`config.mk`:
```
export PLATFORM = sky130hd
export DESIGN_NAME = presc_day_timer
export DESIGN_NICKNAME = d
export VERILOG_FILES = /design/src/rtl/presc_day_timer.sv
export SDC_FILE = /design/constraint.sdc
export NUM_CORES = 1
export LEC_CHECK = 0
export BUFFER_PORTS_ARGS = -buffer_cell sky130_fd_sc_hd__buf_2
export CORE_MARGIN = 2
export CORE_UTILIZATION = 50
export DETAILED_ROUTE_END_ITERATION = 6
export PLACE_DENSITY = 0.71
export SLEW_MARGIN = 0
export SYNTH_ARGS = -nofsm -noshare
export SYNTH_HDL_FRONTEND = slang
export SYNTH_SLANG_ARGS = --single-unit
```
`constraint.sdc`:
```
create_clock -name clk -period 7.6 [get_ports clk]
set_clock_uncertainty 0.05 [all_clocks]
set_input_delay 0.38 -clock clk [delete_from_list [all_inputs] [get_ports clk]]
set_output_delay 0.38 -clock clk [all_outputs]
set_load 0.1 [all_outputs]
```
`src/rtl/presc_day_timer.sv`:
```
module presc_day_timer #(
  parameter int CNT_W    = 17,
  parameter int PRE_W    = 15,
  parameter int MAIN_DIV = 32,
  parameter int TAP_LO   = 3,
  parameter int TAP_MID  = 9
) (
  input  logic             clk,
  input  logic             rst_n,
  input  logic             pre_tick,
  input  logic             ctl_we,
  input  logic [4:0]       ctl_wdata,
  input  logic             cmp_we,
  input  logic [CNT_W-2:0] cmp_wdata,
  output logic [CNT_W-1:0] count,
  output logic             irq
);
  localparam int CMP_W = CNT_W - 1;
  localparam int DIV_W = $clog2(MAIN_DIV);
  localparam logic [DIV_W-1:0] DIV_LAST = DIV_W'(MAIN_DIV - 1);

  logic [PRE_W-1:0] pre_q;
  logic [DIV_W-1:0] div_q;
  logic [1:0]       sel_q;
  logic             run_q, day_q, irq_q;
  logic [CNT_W-1:0] cnt_q, cnt_nxt;
  logic [CMP_W-1:0] cmp_q;
  logic             tick, step, top_match, hit;

  wire clr = ctl_we & ctl_wdata[3];

  always_ff @(posedge clk or negedge rst_n)
    if (!rst_n)        pre_q <= '0;
    else if (clr)      pre_q <= '0;
    else if (pre_tick) pre_q <= pre_q + 1'b1;

  always_ff @(posedge clk or negedge rst_n)
    if (!rst_n)                div_q <= '0;
    else if (clr)              div_q <= '0;
    else if (div_q == DIV_LAST) div_q <= '0;
    else                       div_q <= div_q + 1'b1;

  always_comb
    case (sel_q)
      2'b00:   tick = (div_q == DIV_LAST);
      2'b01:   tick = pre_tick & (&pre_q);
      2'b10:   tick = pre_tick & (&pre_q[TAP_MID-1:0]);
      default: tick = pre_tick & (&pre_q[TAP_LO-1:0]);
    endcase

  assign step      = run_q & tick;
  assign top_match = cnt_q[CNT_W-1] && (cnt_q[CMP_W-1:0] == cmp_q);
  assign cnt_nxt   = (day_q && top_match) ? '0 : cnt_q + 1'b1;
  assign hit       = day_q ? top_match : (cnt_nxt[CMP_W-1:0] == cmp_q);

  always_ff @(posedge clk or negedge rst_n)
    if (!rst_n) begin
      sel_q <= 2'b00;
      run_q <= 1'b0;
      day_q <= 1'b0;
    end else if (ctl_we) begin
      sel_q <= ctl_wdata[1:0];
      run_q <= ctl_wdata[2];
      day_q <= ctl_wdata[4];
    end

  always_ff @(posedge clk or negedge rst_n)
    if (!rst_n)      cmp_q <= '0;
    else if (cmp_we) cmp_q <= cmp_wdata;

  always_ff @(posedge clk or negedge rst_n)
    if (!rst_n) begin
      cnt_q <= '0;
      irq_q <= 1'b0;
    end else begin
      irq_q <= !clr && step && hit;
      if (clr)       cnt_q <= '0;
      else if (step) cnt_q <= cnt_nxt;
    end

  assign count = cnt_q;
  assign irq   = irq_q;

  assert_clear_zero_R5: assert property (@(posedge clk) disable iff (!rst_n)
    clr |=> (cnt_q == '0) && (pre_q == '0) && !irq_q);

  assert_hold_idle_R4: assert property (@(posedge clk) disable iff (!rst_n)
    (!run_q && !clr) |=> $stable(cnt_q));

  assert_irq_on_step_R6: assert property (@(posedge clk) disable iff (!rst_n)
    irq_q |-> $past(step));

  assert_step_size_R7: assert property (@(posedge clk) disable iff (!rst_n)
    ($past(step) && !$past(clr)) |-> ((cnt_q == $past(cnt_q) + CNT_W'(1)) || (cnt_q == '0)));
endmodule

```
==> metrics.txt, run 1 <==
Starting Density=51.6%; DR iter-0 viols=122; multi-input logic area=between 1500 and 2000 sq um; # DRC=0; Final TNS setup=0 ns; Sw Share=roughly 28%; Floorplan Core Area=6350 sq um; cell internal pwr=0.527 mW; share of cells above drive strength 1=a little under a quarter; PD cells=~200 nW/um^2; hold-fix buffers at CTS=0; Peak Freq=355 MHz; Tmin final=2.81 ns; Die H=85.0 um; CP required=7.82 ns; hpwl dp=a little under 5 mm; GRT overflow=0; clk slew on worst S/H paths=approximately 0.070 ns; Port Buf Inserts=43; Max VDD drop=105 uV; Post-CTS Setup Repair Bufs=0; total routed wirelength=7.07 mm; cell count after synthesis=324; worst path arrival time=3.04 ns; fill count=approximately 580; CTS Buf Count=9; outcome=finished, final reports clean; CTS tree=built; Clock Sinks=58; Flop pwr share=49.3%; TritonRoute pass-1 iters=4; GRT Total Usage=between 20% and 30%; reg2reg setup slack=between 4 and 5 ns; Area Growth Syn to Fin=14.2%; power share of the combinational group=roughly 14%; Vias=2,584; vias in the first global route=roughly 2,500; vias per inst=5.73; CP endpoint kind=flop; crit path launch type=flop; clock buffer depth=2; worst skew pair latency=0.35 ns; Netlist Area Pre-Place=about 3300 sq um; sequential fraction of the synthesis area=44.3%; Avg WL per Cell=approximately 16 um; routability cong.=about 0.95; Clock Tree Root=clkbuf_8; post-synth cell types=45; Max-Cap Viols=0; syn_nets=359; endpoints failing setup=0; crit path kind=reg -> reg; net load switching power=between 0.2 and 0.25 mW; synth warn=0; synthesized flop and latch total=58; io pins=44; critical path peak fanout=21; n_diodes=0; LEAKAGE=roughly 1.7 nW; final instance area=~3700 sq um; fin crit share=between 30% and 40%; Pins Over Slew Limit=0; first-pass GRT wire length=~12 mm; nets=404; Cell Area, Placed=between 3000 and 4000 sq um; row count=29; PostCTS Resize Cnt=0; Slew @ Worst Pin=approximately 0.99 ns; HP Class=in -> async; full die area=7220 sq um; Reg area=around 1500 sq um; RSZ-0062 raised after global routing=false; Antenna Nets Post-Route=0; initial antenna violation count=0; final hold vios=0; mean cell area of the mapped netlist=between 10 and 15 sq um; chip width=85.0 um; largest net degree at the start of global routing=between 50 and 60; H-tree depth=3; Slew Limit Headroom=33.7%; Clock power frac=36.3%
## layout by cell type (no fill, tap or decap), drive strengths merged, types with 2 or more instances in the layout
cell and n:
ha 9, buf 46, mux2 18, mux2i 3, and3 6, nor3 9
and4 3, a21oi 19, clkinv 2, nor3b 3, dfrtp 58, o21ai 20
and2 4, nor2 33, inv 4, a32oi 2, or3 8, xor2 30
nor2b 7, nand3b 8, clkbuf 14, nand3 15, nand2 15, nor4 8
nand4 5, xnor2 15
## metal layers
| metal | wire length, um | part of all wire [%] | GRT usage (%) |
|---|---|---|---|
| met5 | 0 | 0 | 0 |
| met2 | 3340 | 47 | 32.5 |
| met3 | 383 | 5.4 | 4.38 |
| met1 | 3140 | 44 | 28.2 |
| met4 | 199 | 2.8 | 12.1 |
## worst max-delay path, cell delays in order, from the launching register on
cell and delay [ns]:
dfrtp_1 0.39, ha_1 0.20, nand3_1 0.08, nor2_1 0.21, and3_1 0.19, ha_1 0.14
nand2_1 0.05, nand2_1 0.07, a31o_2 0.10, a32oi_1 0.05, buf_4 0.22, or2_4 0.29
or4_1 0.53, a21oi_1 0.17
## area by class of cell
cell class	instances	share of cell area, %
multi-input cells	250	47.0
flip-flops and latches	58	38.8
repair buffers	46	6.35
clock buffers	14	4.62
well taps	77	2.58
inverters	4	0.401
clock inverters	2	0.268
## kinds of logic (layout without fill, tap and decap cells)
kind of cell               Yosys count  count (layout)  synth area share, %
buffers and inverters               16              66                 2.06
DFF                                 58              58                 44.3
adders and majority gates            9               9                 3.44
muxes                               21              21                 7.10
xor gates and xnor gates            45              45                 12.3
and+or+nand+nor                    127             127                 22.6
AOI/OAI and AO/OA                   48              48                 8.29
## through the flow
stage / setup WS [ns] / utilization (%) / power [mW] / instances / hold WS [ns]
CTS: 4.78 / 58.9 / 0.736 / 451 / 0.151
global route: 4.54 / 58.9 / 0.767 / 451 / 0.204
floorplan: 4.90 / - / 0.436 / 324 / 0.0344
finish: 4.79 / 58.9 / 0.731 / 451 / 0.127
detailed placement: 4.86 / 56.0 / 0.471 / 435 / 0.415
global placement: 4.92 / 56.0 / 0.467 / 435 / 0.409
## state kept, by name, indices dropped and copies added, names as in the netlist
name and flops:
pre_q 15, day_q 1, sel_q 2, irq 1
count 17, cmp_q 16, run_q 1, div_q 5
## synthesized netlist by cell type, drive strengths merged
master	number	area, sq um
xnor2	15	131
nor3	9	61.3
nor2	33	124
a221o	1	10.0
nand3	15	97.6
and4	3	26.3
a21oi	19	95.1
ha	9	113
mux2	18	203
nor4bb	1	10.0
inv	4	15.0
nand2	15	56.3
o21ai	20	100
or2	1	8.76
a41o	1	10.0
o32ai	1	8.76
nand3b	8	60.1
or4	1	7.51
buf	6	30.0
a31oi	1	6.26
xor2	30	270
a31o	1	8.76
dfrtp	58	1450
nor3b	3	22.5
o211ai	1	7.51
clkbuf	6	22.5
and3	6	37.5
and2	4	25.0
mux2i	3	30.0
nor2b	7	43.8
nand4	5	31.3
or3	8	50.1
a32oi	2	17.5
nor4	8	77.6
a22oi	1	7.51
## power by group through the flow
stage | registers (mW) | logic, mW | clock network (mW)
final | 0.360 | 0.105 | 0.265
after global routing | 0.365 | 0.119 | 0.284
after CTS | 0.360 | 0.107 | 0.269
after detailed placement | 0.365 | 0.106 | 0
after global placement | 0.364 | 0.103 | 0
after floorplan | 0.366 | 0.0704 | 0
## final timing paths
| check | from | to | cells past startpoint |
|---|---|---|---|
| worst max-delay path | pre_q[0] | count[11] | 13 |
| worst min-delay path | rst_n | cmp_q[3] | 2 |
| worst max register to register | pre_q[0] | count[11] | 13 |
| worst min register to register | div_q[0] | div_q[0] | 1 |
| max in group asynchronous | rst_n | pre_q[13] | 2 |
| min in group clk | ctl_wdata[0] | sel_q[0] | 3 |
No activity file was read; power rests on OpenSTA's default activity.
==> run 2: changes to the inputs <==
==> constraint.sdc (replaced) <==
create_clock -name clk -period 2.6 [get_ports clk]
set_clock_uncertainty 0.05 [all_clocks]
set_input_delay 0.13 -clock clk [delete_from_list [all_inputs] [get_ports clk]]
set_output_delay 0.13 -clock clk [all_outputs]
set_load 0.1 [all_outputs]
==> run 2 against run 1 <==
  * Sequential cell count did not move
  * First-iteration DRC count increased by 53%
  * Critical path depth down 1
  * Sequential power rose to 2.9 times the previous value
  * Total power rose to 3.0 times the previous value
  * Wire length increased by 7.8%
  * Hold slack got worse by 0.13 ns
==> metrics.txt, run 2 (synthesized netlist as in run 1, its figures left out) <==
final hold vios=0 (unchanged); vias in the first global route=2,607 (was 2,499); total routed wirelength=7.62 mm (was 7.07 mm); fill count=528 (was 577); TritonRoute pass-1 iters=4 (unchanged); GRT overflow=0 (unchanged); max reg flops=17 (unchanged); routability cong.=0.941 (was 0.952); hpwl dp=5.08 mm (was 4.85 mm); most frequent cells in the layout=dfrtp_1 (52), buf_2 (43), nor2_1 (31) (was dfrtp_1 (58), buf_2 (43), nor2_1 (33)); GRT busiest layer=met2 (unchanged); multi-input logic area=1760 sq um (about the same); Port Buf Inserts=43 (unchanged); LEAKAGE=1.83 nW (was 1.71 nW); power share of the combinational group=16.2% (was 14.4%); met2 Use GR=35.8% (was 32.5%); pre-CTS setup slack=0.103 ns (was 4.86 ns); Avg WL per Cell=15.8 um (was 15.7 um); share of cells above drive strength 1=26.4% (was 23.8%); worst path arrival time=2.64 ns (was 3.04 ns); clock buffer depth=2 (unchanged); outcome=finished, final reports clean (unchanged); Peak Freq=408 MHz (was 355 MHz); first-pass GRT wire length=12.6 mm (was 12.0 mm); Clock power frac=35.2% (was 36.3%); Post-Place Cells=444 (was 435); initial antenna violation count=0 (unchanged); Max VDD drop=462 uV (was 105 uV); critical path peak fanout=19 (was 21); crit path kind=reg -> reg (unchanged); Clock Sinks=58 (unchanged); Slew @ Worst Pin=0.853 ns (was 0.987 ns); CTS tree=built (unchanged); GR Layer Usage met1=29.5% (was 28.2%); n_diodes=0 (unchanged); Clock Tree Root=clkbuf_8 (unchanged); Max-Cap Viols=0 (unchanged); CTS Buf Count=9 (unchanged); HP Class=in -> reg (was in -> async); largest net degree at the start of global routing=39 (was 59); RSZ-0062 raised after global routing=true (was false); fin crit share=94.4% (was 37.0%); full die area=7220 sq um (unchanged); Sw Share=28.6% (was 27.9%); endpoints failing setup=0 (unchanged); reg2reg setup slack=0.15 ns (was 4.79 ns); fin cells=482 (was 451); chip width=85.0 um (unchanged); CP required=2.79 ns (was 7.82 ns); row count=29 (unchanged); clk slew on worst S/H paths=0.07 ns (about the same); met3 usage=3.89% (was 4.38%); Tmin final=2.45 ns (was 2.81 ns); GRT Total Usage=22.4% (was 21.3%); PD cells=536 nW/um^2 (was 195 nW/um^2); Pins Over Slew Limit=0 (unchanged); Antenna Nets Post-Route=0 (unchanged); Die H=85.0 um (unchanged); Reg area=1460 sq um (was 1450 sq um); Area Growth Syn to Fin=23.0% (was 14.2%); CP endpoint kind=flop (unchanged); Starting Density=51.6% (unchanged); worst skew pair latency=0.36 ns (was 0.35 ns); # DRC=0 (unchanged); commonest non-fill, non-tap cell in the layout=dfrtp_1 (unchanged); Slew Limit Headroom=43.1% (was 33.7%); crit path launch type=flop (unchanged); vias per inst=5.64 (was 5.73); cell internal pwr=1.54 mW (was 0.527 mW); nets=435 (was 404); setup ws final=0.147 ns (was 4.79 ns); Floorplan Core Area=6350 sq um (unchanged); io pins=44 (unchanged); H-tree depth=3 (unchanged); Flop pwr share=48.6% (was 49.3%); DR iter-0 viols=187 (was 122); Vias=2,720 (was 2,584); net load switching power=0.617 mW (was 0.204 mW)
[run 2: cell count changes in the layout (fill, tap and decap cells not counted)]
cell / previous run / this run
nor2_2: 0 / 2
dfrtp_2: 0 / 6
dfrtp_1: 58 / 52
buf_4: 3 / 13
clkinv_2: 2 / 3
dlygate4sd3_1: 0 / 21
clkbuf_8: 12 / 11
nor2_1: 33 / 31
[run 2: final timing paths]
kind	startpoint	endpoint	depth (start not counted)
max in group asynchronous	rst_n	div_q[3]	3
setup reg to reg	pre_q[1]	irq	12
min in group asynchronous	rst_n	cmp_q[5]	2
hold / removal	ctl_we	sel_q[1]	2
hold reg to reg	div_q[0]	div_q[0]	1
setup / recovery	pre_q[1]	irq	12
[run 2: per-layer routing]
| metal | part of all wire (%) | vias to the layer above |
|---|---|---|
| met2 | 50 | 80 |
| li1 | - | 1299 |
| met3 | 5.6 | 13 |
| met5 | 0 | - |
| met4 | 1.8 | 0 |
| met1 | 42 | 1328 |
[run 2: layout make-up]
cell class	instances	area share, %
timing repair buffer	77	13.0
clock inverter	3	0.373
clock buffer	13	3.94
inverter	4	0.373
multi-input combinational	250	43.7
tap	77	2.39
sequential	58	36.2
[run 2: worst max-delay path: stages (launching register included)]
cell	delay, ns
dfrtp_1	0.40
ha_1	0.22
nand3_1	0.10
nor2_2	0.04
and3_1	0.17
ha_1	0.17
nand2_1	0.06
nand2_1	0.05
a31o_2	0.21
a32oi_1	0.27
buf_4	0.31
nor3b_1	0.08
a41o_1	0.22
[run 2: what timing repair did]
item	CTS	global route
setup endpoints to repair	0	11
endpoints found under the hold margin	56	0
resized for setup	0	2
hold buffers	21	0
buffers inserted	0	1
[run 2: power by group through the flow]
stage	Combinational, mW	Clock [mW]	Sequential (mW)
2_1_floorplan	0.206	0	1.07
3_3_place_gp	0.313	0	1.06
3_5_place_dp	0.318	0	1.07
4_1_cts	0.347	0.770	1.05
5_1_grt	0.386	0.802	1.06
6_report	0.350	0.761	1.05
[run 2: metrics by stage]
| stage | util [%] | setup TNS (ns) | power [mW] | hold slack [ns] | instance area, sq um |
|---|---|---|---|---|---|
| global placement | 57.2 | 0 | 1.38 | 0.242 | 3630 |
| global route | 63.5 | -0.00527 | 2.25 | 0.0142 | 4030 |
| floorplan | - | 0 | 1.28 | -0.216 | 3280 |
| finish | 63.5 | 0 | 2.16 | 0.000264 | 4030 |
| detailed placement | 57.2 | 0 | 1.39 | 0.237 | 3630 |
| CTS | 63.3 | 0 | 2.17 | 0.00271 | 4020 |
==> run 3: changes to the inputs <==
--- a/config.mk
+++ b/config.mk
@@ -10,6 +10,7 @@
 export CORE_UTILIZATION = 50
 export DETAILED_ROUTE_END_ITERATION = 6
 export PLACE_DENSITY = 0.71
+export SETUP_SLACK_MARGIN = 0.2
 export SLEW_MARGIN = 0
 export SYNTH_ARGS = -nofsm -noshare
 export SYNTH_HDL_FRONTEND = slang
==> run 3 against run 2 <==
  * Sequential cell count unchanged
  * Critical endpoint is now count[4]
  * Sequential power about the same
  * Critical path depth is 1 higher
==> metrics.txt, run 3 (synthesized netlist as in run 1, its figures left out) <==
hpwl dp=5.54 mm (was 5.08 mm); CTS Buf Count=9 (unchanged); reg2reg setup slack=0.19 ns (was 0.15 ns); CTS tree=built (unchanged); worst skew pair latency=0.34 ns (was 0.36 ns); Hold Path Cell Cnt=2 (unchanged); chip width=85.0 um (unchanged); RSZ-0062 raised after global routing=true (unchanged); DR iter-0 viols=147 (was 187); vias in the first global route=2,739 (was 2,607); crit path launch type=flop (unchanged); PD cells=550 nW/um^2 (was 536 nW/um^2); full die area=7220 sq um (unchanged); LEAKAGE=1.89 nW (was 1.83 nW); largest net degree at the start of global routing=39 (unchanged); routability cong.=0.943 (was 0.941); endpoints failing setup=0 (unchanged); Post-Place Cells=445 (was 444); Die H=85.0 um (unchanged); total routed wirelength=8.11 mm (was 7.62 mm); critical path peak fanout=4 (was 19); crit path kind=reg -> reg (unchanged); initial antenna violation count=0 (unchanged); HP Class=in -> reg (unchanged); clock buffer depth=2 (unchanged); Max-Cap Viols=0 (unchanged); Starting Density=51.6% (unchanged); clk slew on worst S/H paths=0.07 ns (about the same); Vias=2,754 (was 2,720); Area Growth Syn to Fin=29.3% (was 23.0%); Peak Freq=415 MHz (was 408 MHz); Clock Sinks=58 (unchanged); first-pass GRT wire length=13.1 mm (was 12.6 mm); # DRC=0 (unchanged); TritonRoute pass-1 iters=4 (unchanged); Avg WL per Cell=16.6 um (was 15.8 um); Tmin final=2.41 ns (was 2.45 ns); GRT Total Usage=23.3% (was 22.4%); GRT overflow=0 (unchanged); Port Buf Inserts=43 (unchanged); final hold vios=0 (unchanged); fin crit share=92.7% (was 94.4%); Slew Limit Headroom=66.8% (was 43.1%); CP endpoint kind=flop (unchanged); share of cells above drive strength 1=34.1% (was 26.4%); Max VDD drop=410 uV (was 462 uV); r2r endpoint=count[4] (was irq); worst r2r src=pre_q[0] (was pre_q[1]); Slew @ Worst Pin=0.497 ns (was 0.853 ns); max reg flops=17 (unchanged); Clock Tree Root=clkbuf_8 (unchanged); nets=442 (was 435); row count=29 (unchanged); CP required=2.81 ns (was 2.79 ns); worst path arrival time=2.62 ns (was 2.64 ns); Antenna Nets Post-Route=0 (unchanged); Floorplan Core Area=6350 sq um (unchanged); fin cells=488 (was 482); outcome=finished, final reports clean (unchanged); vias per inst=5.64 (about the same); min-delay src=cmp_wdata[4] (was ctl_we); reg2reg path depth=13 (was 12); io pins=44 (unchanged); H-tree depth=3 (unchanged); Worst Hold End=cmp_q[4] (was sel_q[1]); n_diodes=0 (unchanged); most frequent cells in the layout=dfrtp_1 (43), buf_2 (43), nor2_1 (31) (was dfrtp_1 (52), buf_2 (43), nor2_1 (31)); Final TNS setup=0 ns (unchanged); Pins Over Slew Limit=0 (unchanged)
[run 3: timing repair]
item,CTS,global route
gates cloned,0,1
endpoints found under the setup margin,12,18
setup buffers,3,5
endpoints found under the hold margin,36,0
pin swaps,1,16
gates resized for setup,4,18
hold buffers,19,0
[run 3: worst max-delay path by stage]
stage / startpoint / end / slack [ns]
floorplan: count[11] / count[11] / 0.21
global placement: pre_q[0] / count[14] / 0.16
detailed placement: pre_q[0] / count[14] / 0.03
CTS: pre_q[0] / count[11] / 0.22
global route: pre_q[0] / count[11] / 0.05
finish: pre_q[0] / count[4] / 0.19
[run 3: final cells by class]
type / instances / area, sq um
Clock buffer: 13 / 169
Clock inverter: 2 / 35.0
Fill cell: 496 / 2110
Inverter: 4 / 15.0
Multi-Input combinational cell: 251 / 1870
Sequential cell: 58 / 1470
Tap cell: 77 / 96.3
Timing Repair Buffer: 83 / 579
[run 3: layer usage]
metal	GRT usage (%)	wire [um]	share of wire (%)	vias up
li1	-	-	-	1322
met1	29.9	3490	43	1342
met2	38.9	4090	50	74
met3	3.99	341	4.2	16
met4	9.81	189	2.3	0
met5	0	0	0	-
[run 3: critical path: stages, from the launching register on]
cell and delay (ns):
dfrtp_1 0.36, ha_2 0.22, nand3_2 0.08, nor2_2 0.12
and3_1 0.17, ha_2 0.15, nand2_1 0.05, nand2_1 0.07
a31o_4 0.10, a32oi_4 0.05, or2_4 0.30, buf_12 0.13
or3_4 0.35, a21oi_2 0.12
[run 3: report_power, final]
part / switching [mW] / internal [mW] / total [mW]
combinational: 0.206 / 0.201 / 0.407
sequential: 0.0723 / 0.980 / 1.05
clock: 0.357 / 0.515 / 0.872
total: 0.635 / 1.70 / 2.33
[run 3: through the flow]
stage	util (%)	total power [mW]	hold WS (ns)	setup slack [ns]	cell area (sq um)
finish	66.7	2.33	0.00152	0.191	4240
global route	66.7	2.43	0.00722	0.0550	4240
CTS	64.5	2.31	0.00124	0.215	4100
detailed placement	57.5	1.40	0.0672	0.0291	3650
global placement	57.5	1.38	0.0557	0.160	3650
floorplan	-	1.28	-0.216	0.212	3300
